===== src/rtl/rtc_cal_pkg.sv =====
package rtc_cal_pkg;

  typedef enum logic [2:0] {
    FLD_SEC   = 3'd0,
    FLD_MIN   = 3'd1,
    FLD_HOUR  = 3'd2,
    FLD_DATE  = 3'd3,
    FLD_MONTH = 3'd4,
    FLD_YEAR  = 3'd5,
    FLD_DOW   = 3'd6,
    FLD_SUB   = 3'd7
  } rtc_field_e;

  // Two-digit BCD increment; the caller handles the upper limit.
  function automatic logic [7:0] bcd_inc8(input logic [7:0] v);
    if (v[3:0] >= 4'd9) return {v[7:4] + 4'd1, 4'd0};
    else                return v + 8'd1;
  endfunction

  // Writable bits of each field.
  function automatic logic [7:0] field_mask(input rtc_field_e f);
    case (f)
      FLD_SEC, FLD_MIN: return 8'h7F;
      FLD_HOUR:         return 8'hBF;
      FLD_DATE:         return 8'h3F;
      FLD_MONTH:        return 8'h1F;
      FLD_YEAR:         return 8'hFF;
      FLD_DOW:          return 8'h07;
      default:          return 8'h00;
    endcase
  endfunction

endpackage


===== src/rtl/rtc_bcd_cnt.sv =====
module rtc_bcd_cnt
  import rtc_cal_pkg::*;
#(
  parameter int         W      = 8,
  parameter logic [7:0] LO     = 8'h00,
  parameter logic [7:0] RST_V  = 8'h00
) (
  input  logic         clk_i,
  input  logic         rst_ni,
  input  logic         load_i,
  input  logic [W-1:0] load_val_i,
  input  logic         inc_i,
  input  logic [W-1:0] top_i,
  output logic [W-1:0] val_o,
  output logic         wrap_o
);

  logic [W-1:0] q;
  logic         at_top;

  assign at_top = (q >= top_i);
  assign wrap_o = inc_i & at_top;
  assign val_o  = q;

  always_ff @(posedge clk_i or negedge rst_ni) begin
    if (!rst_ni)      q <= W'(RST_V);
    else if (load_i)  q <= load_val_i;
    else if (inc_i)   q <= at_top ? W'(LO) : W'(bcd_inc8(8'(q)));
  end

  AST_WRAP_TO_LO: assert property (@(posedge clk_i) disable iff (!rst_ni)
    (inc_i && !load_i && (q >= top_i)) |=> (q == W'(LO)));

endmodule


===== src/rtl/rtc_hour_cnt.sv =====
module rtc_hour_cnt
  import rtc_cal_pkg::*;
#(
  parameter logic [7:0] RST_V = 8'h12
) (
  input  logic       clk_i,
  input  logic       rst_ni,
  input  logic       load_i,
  input  logic [7:0] load_val_i,
  input  logic       inc_i,
  output logic [7:0] hour_o,
  output logic       day_o
);

  logic [7:0] q;
  logic [7:0] nxt;
  logic [7:0] inc_tmp;
  logic       day_nxt;

  always_comb begin
    nxt     = q;
    day_nxt = 1'b0;
    inc_tmp = bcd_inc8({2'b00, q[5:0]});
    if (q[7]) begin
      if (q[5:0] >= 6'h23) begin
        nxt     = 8'h80;
        day_nxt = 1'b1;
      end else begin
        nxt = {q[7:6], inc_tmp[5:0]};
      end
    end else begin
      inc_tmp = bcd_inc8({3'b000, q[4:0]});
      if (q[4:0] == 5'h12) begin
        nxt = {q[7:5], 5'h01};
      end else if (q[4:0] == 5'h11) begin
        nxt     = {q[7:6], ~q[5], 5'h12};
        day_nxt = q[5];
      end else begin
        nxt = {q[7:5], inc_tmp[4:0]};
      end
    end
  end

  always_ff @(posedge clk_i or negedge rst_ni) begin
    if (!rst_ni)     q <= RST_V;
    else if (load_i) q <= load_val_i;
    else if (inc_i)  q <= nxt;
  end

  assign hour_o = q;
  assign day_o  = inc_i & day_nxt;

  AST_PM_FLIP: assert property (@(posedge clk_i) disable iff (!rst_ni)
    (inc_i && !load_i && !q[7] && q[4:0] == 5'h11) |=> (q[5] != $past(q[5])));

  // also covered: the day starts at 12 AM in 12-hour form.
  AST_MIDNIGHT: assert property (@(posedge clk_i) disable iff (!rst_ni)
    (day_o && !load_i) |=> (q[7] ? (q[5:0] == 6'h00) : (q[5:0] == 6'h12)));

endmodule


===== src/rtl/rtc_month_len.sv =====
module rtc_month_len (
  input  logic [7:0] month_i,
  input  logic [4:0] year_lsb_i,
  output logic [7:0] last_o
);

  logic leap;

  // BCD year divisible by four: an even tens digit needs ones 0/4/8, an odd one needs 2/6.
  always_comb begin
    if (year_lsb_i[4])
      leap = (year_lsb_i[3:0] == 4'd2) || (year_lsb_i[3:0] == 4'd6);
    else
      leap = (year_lsb_i[3:0] == 4'd0) || (year_lsb_i[3:0] == 4'd4) ||
             (year_lsb_i[3:0] == 4'd8);
  end

  always_comb begin
    case (month_i)
      8'h02:                      last_o = leap ? 8'h29 : 8'h28;
      8'h04, 8'h06, 8'h09, 8'h11: last_o = 8'h30;
      default:                    last_o = 8'h31;
    endcase
  end

endmodule


===== src/rtl/rtc_calendar.sv =====
module rtc_calendar
  import rtc_cal_pkg::*;
#(
  parameter int ADDR_W   = 3,
  parameter int DATA_W   = 8,
  parameter int SUB_LAST = 9
) (
  input  logic              clk_i,
  input  logic              rst_ni,
  input  logic              tenth_tick_i,
  input  logic              wr_unlock_i,
  input  logic              wr_valid_i,
  output logic              wr_ready_o,
  input  logic [ADDR_W-1:0] wr_addr_i,
  input  logic [DATA_W-1:0] wr_data_i,
  output logic [DATA_W-1:0] subsec_o,
  output logic [DATA_W-1:0] sec_o,
  output logic [DATA_W-1:0] min_o,
  output logic [DATA_W-1:0] hour_o,
  output logic [DATA_W-1:0] date_o,
  output logic [DATA_W-1:0] month_o,
  output logic [DATA_W-1:0] year_o,
  output logic [DATA_W-1:0] dow_o
);

  localparam int NFLD = 7;
  localparam logic [DATA_W-1:0] SUB_TOP = DATA_W'(SUB_LAST);

  logic              wr_take;
  logic              tick;
  logic [NFLD-1:0]   ld;
  logic [DATA_W-1:0] ld_val;
  rtc_field_e        sel;

  logic sub_wrap, sec_wrap, min_wrap, day_carry, date_wrap, month_wrap;
  logic year_wrap, dow_wrap;
  logic [7:0] month_last;

  assign wr_ready_o = 1'b1;
  assign sel        = rtc_field_e'(wr_addr_i);
  assign wr_take    = wr_valid_i & wr_unlock_i & (sel != FLD_SUB);
  assign tick       = tenth_tick_i & ~wr_take;
  assign ld_val     = wr_data_i & DATA_W'(field_mask(sel));

  for (genvar f = 0; f < NFLD; f++) begin : g_ld
    assign ld[f] = wr_take & (wr_addr_i == ADDR_W'(f));
  end

  rtc_bcd_cnt #(.W(DATA_W), .LO(8'h00), .RST_V(8'h00)) u_sub (
    .clk_i, .rst_ni, .load_i(wr_take), .load_val_i('0), .inc_i(tick),
    .top_i(SUB_TOP), .val_o(subsec_o), .wrap_o(sub_wrap));

  rtc_bcd_cnt #(.W(DATA_W), .LO(8'h00), .RST_V(8'h00)) u_sec (
    .clk_i, .rst_ni, .load_i(ld[FLD_SEC]), .load_val_i(ld_val), .inc_i(sub_wrap),
    .top_i(DATA_W'(8'h59)), .val_o(sec_o), .wrap_o(sec_wrap));

  rtc_bcd_cnt #(.W(DATA_W), .LO(8'h00), .RST_V(8'h00)) u_min (
    .clk_i, .rst_ni, .load_i(ld[FLD_MIN]), .load_val_i(ld_val), .inc_i(sec_wrap),
    .top_i(DATA_W'(8'h59)), .val_o(min_o), .wrap_o(min_wrap));

  rtc_hour_cnt #(.RST_V(8'h12)) u_hour (
    .clk_i, .rst_ni, .load_i(ld[FLD_HOUR]), .load_val_i(ld_val), .inc_i(min_wrap),
    .hour_o(hour_o), .day_o(day_carry));

  rtc_month_len u_mlen (
    .month_i(month_o), .year_lsb_i(year_o[4:0]), .last_o(month_last));

  rtc_bcd_cnt #(.W(DATA_W), .LO(8'h01), .RST_V(8'h01)) u_date (
    .clk_i, .rst_ni, .load_i(ld[FLD_DATE]), .load_val_i(ld_val), .inc_i(day_carry),
    .top_i(month_last), .val_o(date_o), .wrap_o(date_wrap));

  rtc_bcd_cnt #(.W(DATA_W), .LO(8'h01), .RST_V(8'h01)) u_month (
    .clk_i, .rst_ni, .load_i(ld[FLD_MONTH]), .load_val_i(ld_val), .inc_i(date_wrap),
    .top_i(DATA_W'(8'h12)), .val_o(month_o), .wrap_o(month_wrap));

  rtc_bcd_cnt #(.W(DATA_W), .LO(8'h00), .RST_V(8'h00)) u_year (
    .clk_i, .rst_ni, .load_i(ld[FLD_YEAR]), .load_val_i(ld_val), .inc_i(month_wrap),
    .top_i(DATA_W'(8'h99)), .val_o(year_o), .wrap_o(year_wrap));

  rtc_bcd_cnt #(.W(DATA_W), .LO(8'h00), .RST_V(8'h00)) u_dow (
    .clk_i, .rst_ni, .load_i(ld[FLD_DOW]), .load_val_i(ld_val), .inc_i(day_carry),
    .top_i(DATA_W'(8'h06)), .val_o(dow_o), .wrap_o(dow_wrap));

  AST_SUBSEC_CLR: assert property (@(posedge clk_i) disable iff (!rst_ni)
    (wr_valid_i && wr_unlock_i && sel != FLD_SUB) |=> (subsec_o == '0));

  AST_LOCKED_NO_EFFECT: assert property (@(posedge clk_i) disable iff (!rst_ni)
    (wr_valid_i && !wr_unlock_i && !tenth_tick_i) |=>
      ($stable(subsec_o) && $stable(sec_o) && $stable(min_o) && $stable(hour_o) &&
       $stable(date_o) && $stable(month_o) && $stable(year_o) && $stable(dow_o)));

  AST_SUBSEC_RANGE: assert property (@(posedge clk_i) disable iff (!rst_ni)
    subsec_o <= SUB_TOP);

  AST_MONTH_CARRY: assert property (@(posedge clk_i) disable iff (!rst_ni)
    (day_carry && !wr_take && date_o >= month_last) |=> (date_o == DATA_W'(8'h01)));

  AST_YEAR_WRAP: assert property (@(posedge clk_i) disable iff (!rst_ni)
    (year_wrap && !wr_take) |=> (year_o == '0));

  AST_DOW_WRAP: assert property (@(posedge clk_i) disable iff (!rst_ni)
    (dow_wrap && !wr_take) |=> (dow_o == '0));

endmodule


===== config.mk =====
export PLATFORM = sky130hd
export DESIGN_NAME = rtc_calendar
export DESIGN_NICKNAME = d
export VERILOG_FILES = /design/src/rtl/rtc_cal_pkg.sv /design/src/rtl/rtc_bcd_cnt.sv /design/src/rtl/rtc_hour_cnt.sv /design/src/rtl/rtc_month_len.sv /design/src/rtl/rtc_calendar.sv
export SDC_FILE = /design/constraint.sdc
export NUM_CORES = 1
export LEC_CHECK = 0
export ABC_AREA = 1
export BUFFER_PORTS_ARGS = -buffer_cell sky130_fd_sc_hd__buf_4
export CELL_PAD_IN_SITES_DETAIL_PLACEMENT = 2
export CELL_PAD_IN_SITES_GLOBAL_PLACEMENT = 2
export CORE_ASPECT_RATIO = 2
export CORE_MARGIN = 3
export CORE_UTILIZATION = 35
export CTS_CLUSTER_SIZE = 20
export DETAILED_ROUTE_END_ITERATION = 10
export GPL_ROUTABILITY_DRIVEN = 0
export PLACE_DENSITY = 0.87
export SLEW_MARGIN = 10
export SYNTH_ARGS = -nofsm -noshare
export SYNTH_HDL_FRONTEND = slang
export SYNTH_SLANG_ARGS = --single-unit

===== constraint.sdc =====
create_clock -name clk_i -period 7 [get_ports clk_i]
set_input_delay 0.7 -clock clk_i [delete_from_list [all_inputs] [get_ports clk_i]]
set_output_delay 0.7 -clock clk_i [all_outputs]
set_load 0.05 [all_outputs]

==> results_dict.tcl, run 1 <==
set metrics [dict create \
    rows 60 \
    tightestPinTransition_ns 0.926 \
    grt_usage 0.258 \
    crit_path_top_delay_cell "dfstp_2" \
    initial_core_util 0.358 \
    core_area_sq_um 13400 \
    postCtsSetupBuffers 0 \
    synth_edf_count 0 \
    die_area_sq_um 15300 \
    die_y_um 172 \
    drtPass1Iterations 4 \
    critPathCaptureType "flip-flop" \
    yosysWarnings 0 \
    clock-sinks 64 \
    worst_hold_path_type "input pin to asynchronous set/reset pin" \
    syn_area_sq_um 4810 \
    cpPeakStageDelay_ns 0.57 \
    wl_um 18800 \
    avgRoutedWirePerCell_um 21.0 \
    ys_seq_area_frac 0.334 \
    path_cells "inv_1 > ha_1 > o21ai_0 > o21ai_0 > a32oi_1 > nand2_1 > inv_1 > ha_1 > nand2_1 > nor3_1 > nand2_1 > nand3_2 > nand4_4 > nand2_4 > nand2_1 > nand2_1" \
    dieWidth_um 88.9 \
    vias_per_cell 5.54 \
    antenna_cells 0 \
    avgSynthCellArea_sq_um 7.43 \
    synth.net_count 713 \
    r2r_cells 16 \
    drt_iter0_markers 160 \
    topRoutingLayerUsed "met4" \
    criticalPathCategory "flip-flop to flip-flop" \
    rsz0062_at_grt "false" \
    reg2reg_slack_ns 4.12 \
    clockBufferDepth 2 \
    setup_viol 0 \
    slew_headroom 0.383 \
    status "complete, no violations" \
    fin_crit_ns 2.88 \
    dp_hpwl_um 14300 \
    num_vias 4950 \
    clk_latency_ns 0.35 \
    ys.flop_type "dfrtp_1" \
    postCtsHoldBufs 0 \
    fmax_mhz 347 \
    final_common_cell "nand2_1" \
    wl_met3_um 566 \
    grt_pass1_vias 5713 \
    synth_cells 648 \
    grt_first_pass_wirelength_um 29800 \
    clkTransAtPathRegs_ns 0.06 \
    peakVddDrop_mv 0.150 \
    seq_area_sq_um 1610 \
    cts_tree "done" \
    fin_util 0.437 \
    multi_input_area_sq_um 2770 \
    finalSetupTns_ns 0 \
    dp_slack_ns 4.13 \
    cts_resized 0 \
    finalCritPeriodShare 0.412 \
    grt_max_degree 65 \
    synth_cell_type_count 44 \
    port_buffers 79 \
    ios 81 \
    drv_slew 0 \
    fillers 1592 \
    cp_max_fo 9 \
    cts_buffers 9 \
    r2r-start "u_month.val_o[0]" \
    met2_length_um 11000 \
    max_cap_viol_count 0 \
    finalWorstSetupSlack_ns 4.12 \
    r2r_end "u_year.val_o[0]" \
    htree_levels 3 \
    crit_required_ns 7.29 \
    leakage_uw 0.00319 \
    synth-async-reset-ratio 1.00 \
    start_kind "flip-flop" \
    synth.ff_latch_count 64 \
    drt-met1-wl_um 6510 \
    grt_overflow_total 0 \
    fin_nets 800 \
    antenna_left 0 \
    crit_top_cell "nand2_1" \
    layout_common_cells "nand2_1, inv_1, buf_4" \
    antenna_found_initial 0 \
    drc 0 \
    p_per_area_nw_per_um2 353 \
    finClkSkew_ns 0.00790 \
    syn_to_final_growth_pct 22.0 \
    cp.arrival_ns 3.17 \
    finalHoldViolCount 0 \
    drive_gt1_frac 0.166 \
    clockRootBuffer "clkbuf_16" \
]
## worst max-delay path by stage
stage                          start               to  slack, ns  cells after the start
floorplan           u_month.val_o[0]  u_year.val_o[0]       4.32                     16
CTS                 u_month.val_o[0]  u_year.val_o[0]       4.08                     16
finish              u_month.val_o[0]  u_year.val_o[0]       4.12                     16
global placement    u_month.val_o[0]  u_year.val_o[5]       4.39                     16
detailed placement  u_month.val_o[0]  u_year.val_o[2]       4.13                     16
global route        u_month.val_o[0]  u_year.val_o[0]       3.82                     16
## report_power, final
group / internal (uW) / switching (uW)
Sequential: 456 / 150
Combinational: 304 / 704
Clock: 282 / 175
Total: 1040 / 1030
## final cells by class
type                            instances  share of cell area
Clock buffer                           11              0.0413
Clock inverter                          4             0.00767
Inverter                              112              0.0724
Multi-Input combinational cell        469               0.471
Sequential cell                        64               0.274
Tap cell                              155              0.0330
Timing Repair Buffer                   79               0.101
## state kept, by name (all words and copies together), names as in the netlist
signal,flops
u_sec.val_o,8
u_hour.hour_o,8
u_year.val_o,8
u_dow.val_o,8
u_sub.val_o,8
u_month.val_o,8
u_min.val_o,8
u_date.val_o,8
## per-layer routing
layer / up-vias / global-route usage
met5: - / 0
met4: 0 / 0.114
met3: 52 / 0.0403
met2: 108 / 0.511
met1: 2512 / 0.249
li1: 2278 / -
## stage by stage
step	total power, uW	hold slack [ns]	area, sq um	std cells
3_5_place_dp	1610	0.519	5580	879
3_3_place_gp	1550	0.503	5580	879
5_1_grt	2200	0.540	5870	894
6_report	2070	0.469	5870	894
4_1_cts	2080	0.520	5870	894
2_1_floorplan	1250	0.404	4810	648
## worst max-delay path, delay by kind of cell (launching register included)
kind / cells / cell delay (ns)
AND/OR/NAND/NOR: 9 / 1.29
flip-flops: 1 / 0.57
AO/OA/AOI/OAI: 3 / 0.47
adder cells (fa/ha/maj): 2 / 0.34
buffers and inverters: 2 / 0.17
## kinds of logic (layout without fill, tap and decap cells)
kind of cell / after synthesis / after routing / share of synthesized area
AO/OA/AOI/OAI: 98 / 98 / 0.120
buffers and inverters: 115 / 206 / 0.0915
flip-flops: 64 / 64 / 0.334
adder cells (fa/ha/maj): 49 / 49 / 0.127
other: 1 / 1 / 0.000779
AND/OR/NAND/NOR: 304 / 304 / 0.295
XOR/XNOR: 17 / 17 / 0.0309
## cell usage after synthesis (2+ instances only)
cell | instances | area share
nand2_1 | 156 | 0.12
inv_1 | 107 | 0.083
dfrtp_1 | 60 | 0.31
nand3_1 | 58 | 0.060
ha_1 | 49 | 0.13
o21ai_0 | 47 | 0.049
nor2_1 | 45 | 0.035
a21oi_1 | 15 | 0.016
xor2_1 | 11 | 0.020
nand4_1 | 10 | 0.013
nor3_1 | 9 | 0.0094
o211ai_1 | 9 | 0.014
o22ai_1 | 8 | 0.010
nand2_4 | 7 | 0.016
o221ai_1 | 6 | 0.011
xnor2_1 | 6 | 0.011
dfstp_2 | 4 | 0.022
nand3_2 | 4 | 0.0083
a31oi_1 | 3 | 0.0039
inv_2 | 3 | 0.0023
nand2_2 | 3 | 0.0039
clkbuf_1 | 2 | 0.0016
nand3b_1 | 2 | 0.0031
nor2_4 | 2 | 0.0047
nor2_8 | 2 | 0.0083
o21bai_1 | 2 | 0.0031
Note: power is estimated with default switching activity, not from simulation.
==> run 2: changes to the inputs <==
ABC_AREA = 0   (was 1)
CORE_UTILIZATION = 31   (was 35)
PLACE_DENSITY = 0.78   (was 0.87)
clock period = 2.6 ns   (was 7 ns; I/O delays follow)
==> run 2 against run 1 <==
Compared with the run above:
- the run now ends with setup timing left
- sequential power rose by 140%
- worst setup slack got worse by 4.7 ns
- global-route usage fell by 1.6 points
- sequential share of layout area fell by 2.0 points
- fmax fell by 11%
- largest cell class unchanged
- clock power rose to 2.9 times the previous value
- power rose to 2.6 times the previous value
- die area rose by 5.4%
==> results_dict.tcl, run 2 <==
set metrics [dict create \
    slew_headroom 0.395 \
    crit_required_ns 2.78 \
    path_buf_inv 2 \
    setup_viol 23 \
    synth.top_cells.by_count "dfrtp_1, ha_1, nand2_1, inv_1, nand3_1" \
    leakage_uw 0.00297 \
    finalHoldViolCount 0 \
    fin_crit_ns 3.23 \
    clockRootBuffer "clkbuf_16" \
    finalCritPeriodShare 1.24 \
    syn_to_final_growth_pct 42.5 \
    avgRoutedWirePerCell_um 23.5 \
    crit_path_top_delay_cell "dfstp_4" \
    cts_tree "done" \
    yosysWarnings 0 \
    status "finished with violations" \
    rsz0062_at_grt "true" \
    drive_gt1_frac 0.349 \
    avgSynthCellArea_sq_um 8.80 \
    ys_seq_area_frac 0.356 \
    synth_cells 512 \
    grt_usage 0.242 \
    core_area_sq_um 14000 \
    initial_core_util 0.321 \
    synth_cell_type_count 71 \
    port_buffers 79 \
    dieWidth_um 91.3 \
    finalWorstSetupSlack_ns -0.626 \
    rows 61 \
    tightestPinTransition_ns 0.907 \
    r2r_cells 13 \
    peakVddDrop_mv 0.420 \
    grt_pass1_vias 5529 \
    critPathTopFamily "compound AO/OA/AOI/OAI gates" \
    synthTopCellsByArea "dfrtp_1, ha_1, nand3_1" \
    finalSetupTns_ns -11.33 \
    die_area_sq_um 16100 \
    cts_buffers 9 \
    synth_edf_count 0 \
    htree_levels 3 \
    path_cells "inv_6 > ha_4 > o211ai_1 > a21boi_2 > a21oi_2 > ha_1 > or4b_4 > a21oi_4 > o21a_4 > buf_4 > nor3_4 > a41oi_1 > a22oi_1" \
    synth_top_area_share 0.333 \
    clkTransAtPathRegs_ns 0.06 \
    clk_latency_ns 0.34 \
    cp_max_fo 5 \
    reg2reg_slack_ns -0.63 \
    ys.flop_type "dfrtp_1" \
    yosys.area.top_type "dfrtp_1" \
    die_y_um 177 \
    final_cells 859 \
    syn_area_sq_um 4510 \
    drtPass1Iterations 4 \
    fmax_mhz 310 \
    r2r-start "u_month.val_o[0]" \
    antenna_cells 0 \
    placed_cell_area_sq_um 5880 \
    cpPeakStageDelay_ns 0.66 \
    grt_first_pass_wirelength_um 30600 \
    synth.ff_latch_count 64 \
    r2r_end "u_month.val_o[2]" \
    stdcell_area_sq_um 6420 \
    numPlacedInstances 834 \
    drv_slew 0 \
    start_kind "flip-flop" \
    final_common_cell "buf_4" \
    postCtsHoldBufs 0 \
    antenna_left 0 \
    clockBufferDepth 2 \
    vias_per_cell 5.65 \
    drc 0 \
    criticalPathCategory "flip-flop to flip-flop" \
    synth.net_count 577 \
    wl_um 20200 \
    max_cap_viol_count 0 \
    antenna_found_initial 0 \
    drt_iter0_markers 190 \
    p_per_area_nw_per_um2 834 \
    layout_common_cells "buf_4, dfrtp_1, nand2_1, ha_1, inv_1" \
    worst_hold_path_type "input pin to asynchronous set/reset pin" \
    clock-sinks 64 \
    finClkSkew_ns 0.00927 \
    cp.arrival_ns 3.40 \
    violations "setup timing" \
    yosysMostFrequentCell "dfrtp_1" \
    fin_nets 730 \
    ios 81 \
    num_vias 4851 \
    grt_max_degree 65 \
    critPathCaptureType "flip-flop" \
    fillers 1549 \
    dp_hpwl_um 14600 \
    grt_overflow_total 0 \
    synth-async-reset-ratio 1.00 \
]
[run 2: cell types whose count changed after synthesis, sizes merged, moves of 11 or more]
| cell | before | now |
|---|---|---|
| inv | 110 | 42 |
| o21ai | 49 | 34 |
| a31oi | 3 | 14 |
| xor2 | 11 | 0 |
| nor2 | 50 | 35 |
| nand2 | 166 | 47 |
| nand3 | 62 | 38 |
[run 2: layer usage]
| layer | global-route usage | share of wire |
|---|---|---|
| met5 | 0 | 0 |
| met3 | 0.0358 | 0.034 |
| met4 | 0.0995 | 0.038 |
| met1 | 0.234 | 0.34 |
| met2 | 0.492 | 0.59 |
[run 2: per-stage QoR]
stage          setup WS [ns]  power (uW)  hold slack (ns)  utilization
2_1_floorplan         -0.418        2850          -0.0356            -
3_5_place_dp          -0.619        3900            0.442        0.418
6_report              -0.626        5360           0.0456        0.457
5_1_grt               -0.726        5640            0.112        0.457
4_1_cts               -0.517        5250           0.0875        0.448
3_3_place_gp          -0.494        3760            0.443        0.418
[run 2: worst max path at each step]
| stage | from | to | slack, ns | cells past startpoint |
|---|---|---|---|---|
| final | u_month.val_o[0] | u_month.val_o[2] | -0.63 | 13 |
| after global routing | u_month.val_o[4] | u_date.val_o[4] | -0.73 | 13 |
| after CTS | u_month.val_o[0] | u_date.val_o[2] | -0.52 | 13 |
| after detailed placement | u_month.val_o[0] | u_date.val_o[2] | -0.62 | 13 |
| after floorplan | u_month.val_o[0] | u_year.val_o[1] | -0.42 | 13 |
| after global placement | u_month.val_o[0] | u_date.val_o[2] | -0.49 | 13 |
[run 2: area by class of cell]
cell class	instances	area (sq um)	share of cell area
Clock buffer	14	274	0.0427
Clock inverter	2	37.5	0.00585
Inverter	42	163	0.0253
Multi-Input combinational cell	392	2900	0.451
Sequential cell	64	1630	0.253
Tap cell	189	236	0.0368
Timing Repair Buffer	156	1190	0.185
[run 2: timing repair]
action,CTS,global route
gates resized for setup,18,17
setup endpoints to repair,23,29
pin swaps,8,10
buffers inserted,5,5
gates cloned,0,0
endpoints found under the hold margin,0,0
[run 2: kinds of logic (layout without fill, tap and decap cells)]
kind of cell    count (synthesis)  after routing  share of synthesized area
buf+inv                        56            214                     0.0519
compound gates                134            134                      0.207
simple gates                  203            203                      0.235
other cells                     1              1                   0.000832
fa+ha+maj                      49             49                      0.136
flops                          64             64                      0.356
mux                             4              4                     0.0108
xor+xnor                        1              1                    0.00194
[run 2: worst register-to-register path: cells and delay by family, from the launching register on]
kind | cells | cell delay (ns)
AOI/OAI and AO/OA | 7 | 1.22
adders and majority gates | 2 | 0.41
buffers and inverters | 2 | 0.21
DFF | 1 | 0.66
and+or+nand+nor | 2 | 0.57
[run 2: where the power goes]
part | internal, uW | leakage [uW] | switching [uW] | total [uW]
Sequential | 1190 | 0.000777 | 251 | 1440
Combinational | 933 | 0.00204 | 1670 | 2600
Clock | 823 | 0.000149 | 495 | 1320
Total | 2940 | 0.00297 | 2410 | 5360
==> run 3: changes to the inputs <==
ABC_AREA = 1   (was 0)
CORE_UTILIZATION = 29   (was 31)
PLACE_DENSITY = 0.77   (was 0.78)
==> run 3 against run 2 <==
Compared with the run above:
- the run still ends with setup timing left
- fmax rose by 21%
- cell area grew 0.12%
- power is 9.5% higher
- register-to-register slack improved by 0.56 ns
- critical path depth increased by 5
- critical endpoint is now u_month.val_o[3]
- largest power group unchanged
==> results_dict.tcl, run 3 (synthesized netlist as in run 1, its figures left out) <==
set metrics [dict create \
    clkTransAtPathRegs_ns 0.06 \
    criticalPathCategory "flip-flop to flip-flop" \
    vias_per_cell 5.07 \
    fin_nets 826 \
    cp.arrival_ns 2.88 \
    p_int_uw 3000 \
    antenna_found_initial 0 \
    p_comb_frac 0.513 \
    seq_power_share 0.272 \
    slew_headroom 0.383 \
    max_cap_viol_count 0 \
    finalWorstSetupSlack_ns -0.0679 \
    worst_hold_path_type "input pin to asynchronous set/reset pin" \
    violations "setup timing" \
    clock-sinks 64 \
    htree_levels 3 \
    critPathCaptureType "flip-flop" \
    tightestPinTransition_ns 0.925 \
    cts_tree "done" \
    cts_buffers 9 \
    peakVddDrop_mv 0.386 \
    ios 81 \
    drv_slew 0 \
    grt_max_degree 65 \
    fmax_mhz 375 \
    num_vias 4921 \
    core_area_sq_um 16300 \
    swShare 0.488 \
    p_per_area_nw_per_um2 913 \
    dp_slack_ns -0.364 \
    cp_max_fo 8 \
    grt_usage 0.202 \
    wl_um 18700 \
    syn_to_final_growth_pct 33.6 \
    start_kind "flip-flop" \
    finalCritPeriodShare 1.03 \
    final_common_cell "nand2_1" \
    port_buffers 79 \
    finClkSkew_ns 0.0130 \
    crit_required_ns 2.82 \
    avgRoutedWirePerCell_um 19.2 \
    leakage_uw 0.00339 \
    die_y_um 188 \
    rows 66 \
    power_uw 5870 \
    finalHoldViolCount 0 \
    postCtsHoldBufs 0 \
    fillers 1862 \
    initial_core_util 0.296 \
    rsz0062_at_grt "true" \
    antenna_left 0 \
    dp_hpwl_um 14300 \
    antenna_cells 0 \
    dieWidth_um 97.1 \
    power_frac_clock 0.215 \
    status "finished with violations" \
    drt_iter0_markers 157 \
    grt_overflow_total 0 \
    grt_pass1_vias 5615 \
    p_sw_uw 2870 \
    clockRootBuffer "clkbuf_16" \
    drive_gt1_frac 0.255 \
    drtPass1Iterations 4 \
    clk_latency_ns 0.34 \
    fin_crit_ns 2.67 \
    drc 0 \
    die_area_sq_um 18300 \
    whs_ns 0.0359 \
    setup_viol 11 \
    clockBufferDepth 2 \
    layout_common_cells "nand2_1, inv_1, buf_4" \
    grt_first_pass_wirelength_um 29600 \
]
[run 3: cell types whose count changed in the layout (fill, tap and decap cells not counted), moves of 11 or more]
cell	delta
o21ai_0	+17
dfrtp_1	+11
nand2_2	+24
nand3_1	+26
xor2_1	+11
dfrtp_2	-11
nand2_1	+85
inv_1	+65
buf_4	-50
[run 3: per-layer routing]
layer,global-route usage,routed length (um),vias to the layer above
met4,0.0617,415,0
met2,0.419,11100,84
met5,0,0,-
li1,-,-,2332
met1,0.203,6680,2481
met3,0.0237,457,24
[run 3: layout make-up]
cell class	count	area [sq um]	area share
tap	204	255	0.0397
timing repair buffer	104	801	0.125
multi-input combinational	470	3030	0.472
clock buffer	12	246	0.0383
sequential	64	1610	0.251
inverter	112	430	0.0670
clock inverter	4	52.6	0.00817
[run 3: timing repair]
item | in CTS | in global routing
setup buffers | 4 | 6
setup endpoints to repair | 23 | 23
hold endpoints to repair | 0 | 0
gates resized for setup | 24 | 49
pin swaps | 11 | 11
gates cloned | 1 | 0
[run 3: worst max-delay path: stages, from the launching register on]
cell and delay, ns:
dfstp_4 0.65, inv_6 0.05, ha_4 0.16, o21ai_4 0.14
o21ai_2 0.08, a32oi_2 0.18, nand2_1 0.07, nand2_1 0.07
ha_2 0.16, inv_1 0.04, nor2_1 0.10, o21ai_1 0.10
nand2_2 0.09, nand3_4 0.14, buf_12 0.17, nand2_8 0.10
nand2_8 0.09, nand2_2 0.09, nand2_1 0.05
[run 3: final timing paths]
path / startpoint / endpoint / slack, ns / depth (start not counted)
hold / removal: rst_ni / u_month.val_o[7] / 0.04 / 1
max in group asynchronous: rst_ni / u_dow.val_o[2] / 1.93 / 1
hold reg to reg: u_hour.hour_o[6] / u_hour.hour_o[6] / 0.53 / 2
setup reg to reg: u_month.val_o[0] / u_month.val_o[3] / -0.07 / 18
min in group clk_i: wr_data_i[2] / u_dow.val_o[2] / 0.18 / 3
setup / recovery: u_month.val_o[0] / u_month.val_o[3] / -0.07 / 18
[run 3: per-stage QoR]
stage | cells | util | setup TNS, ns | area, sq um
3_3_place_gp | 943 | 0.354 | -1.18 | 5760
3_5_place_dp | 943 | 0.354 | -5.70 | 5760
6_report | 970 | 0.395 | -0.452 | 6430
5_1_grt | 970 | 0.395 | -3.80 | 6430
2_1_floorplan | 648 | - | 0 | 4820
4_1_cts | 964 | 0.381 | -0.482 | 6210
[run 3: power groups by stage]
stage | clock network, uW | logic [uW] | registers [uW]
finish | 1260 | 3010 | 1600
global route | 1340 | 3280 | 1650
CTS | 1290 | 2890 | 1600
detailed placement | 0 | 2780 | 1610
global placement | 0 | 2650 | 1580
floorplan | 0 | 1080 | 2290
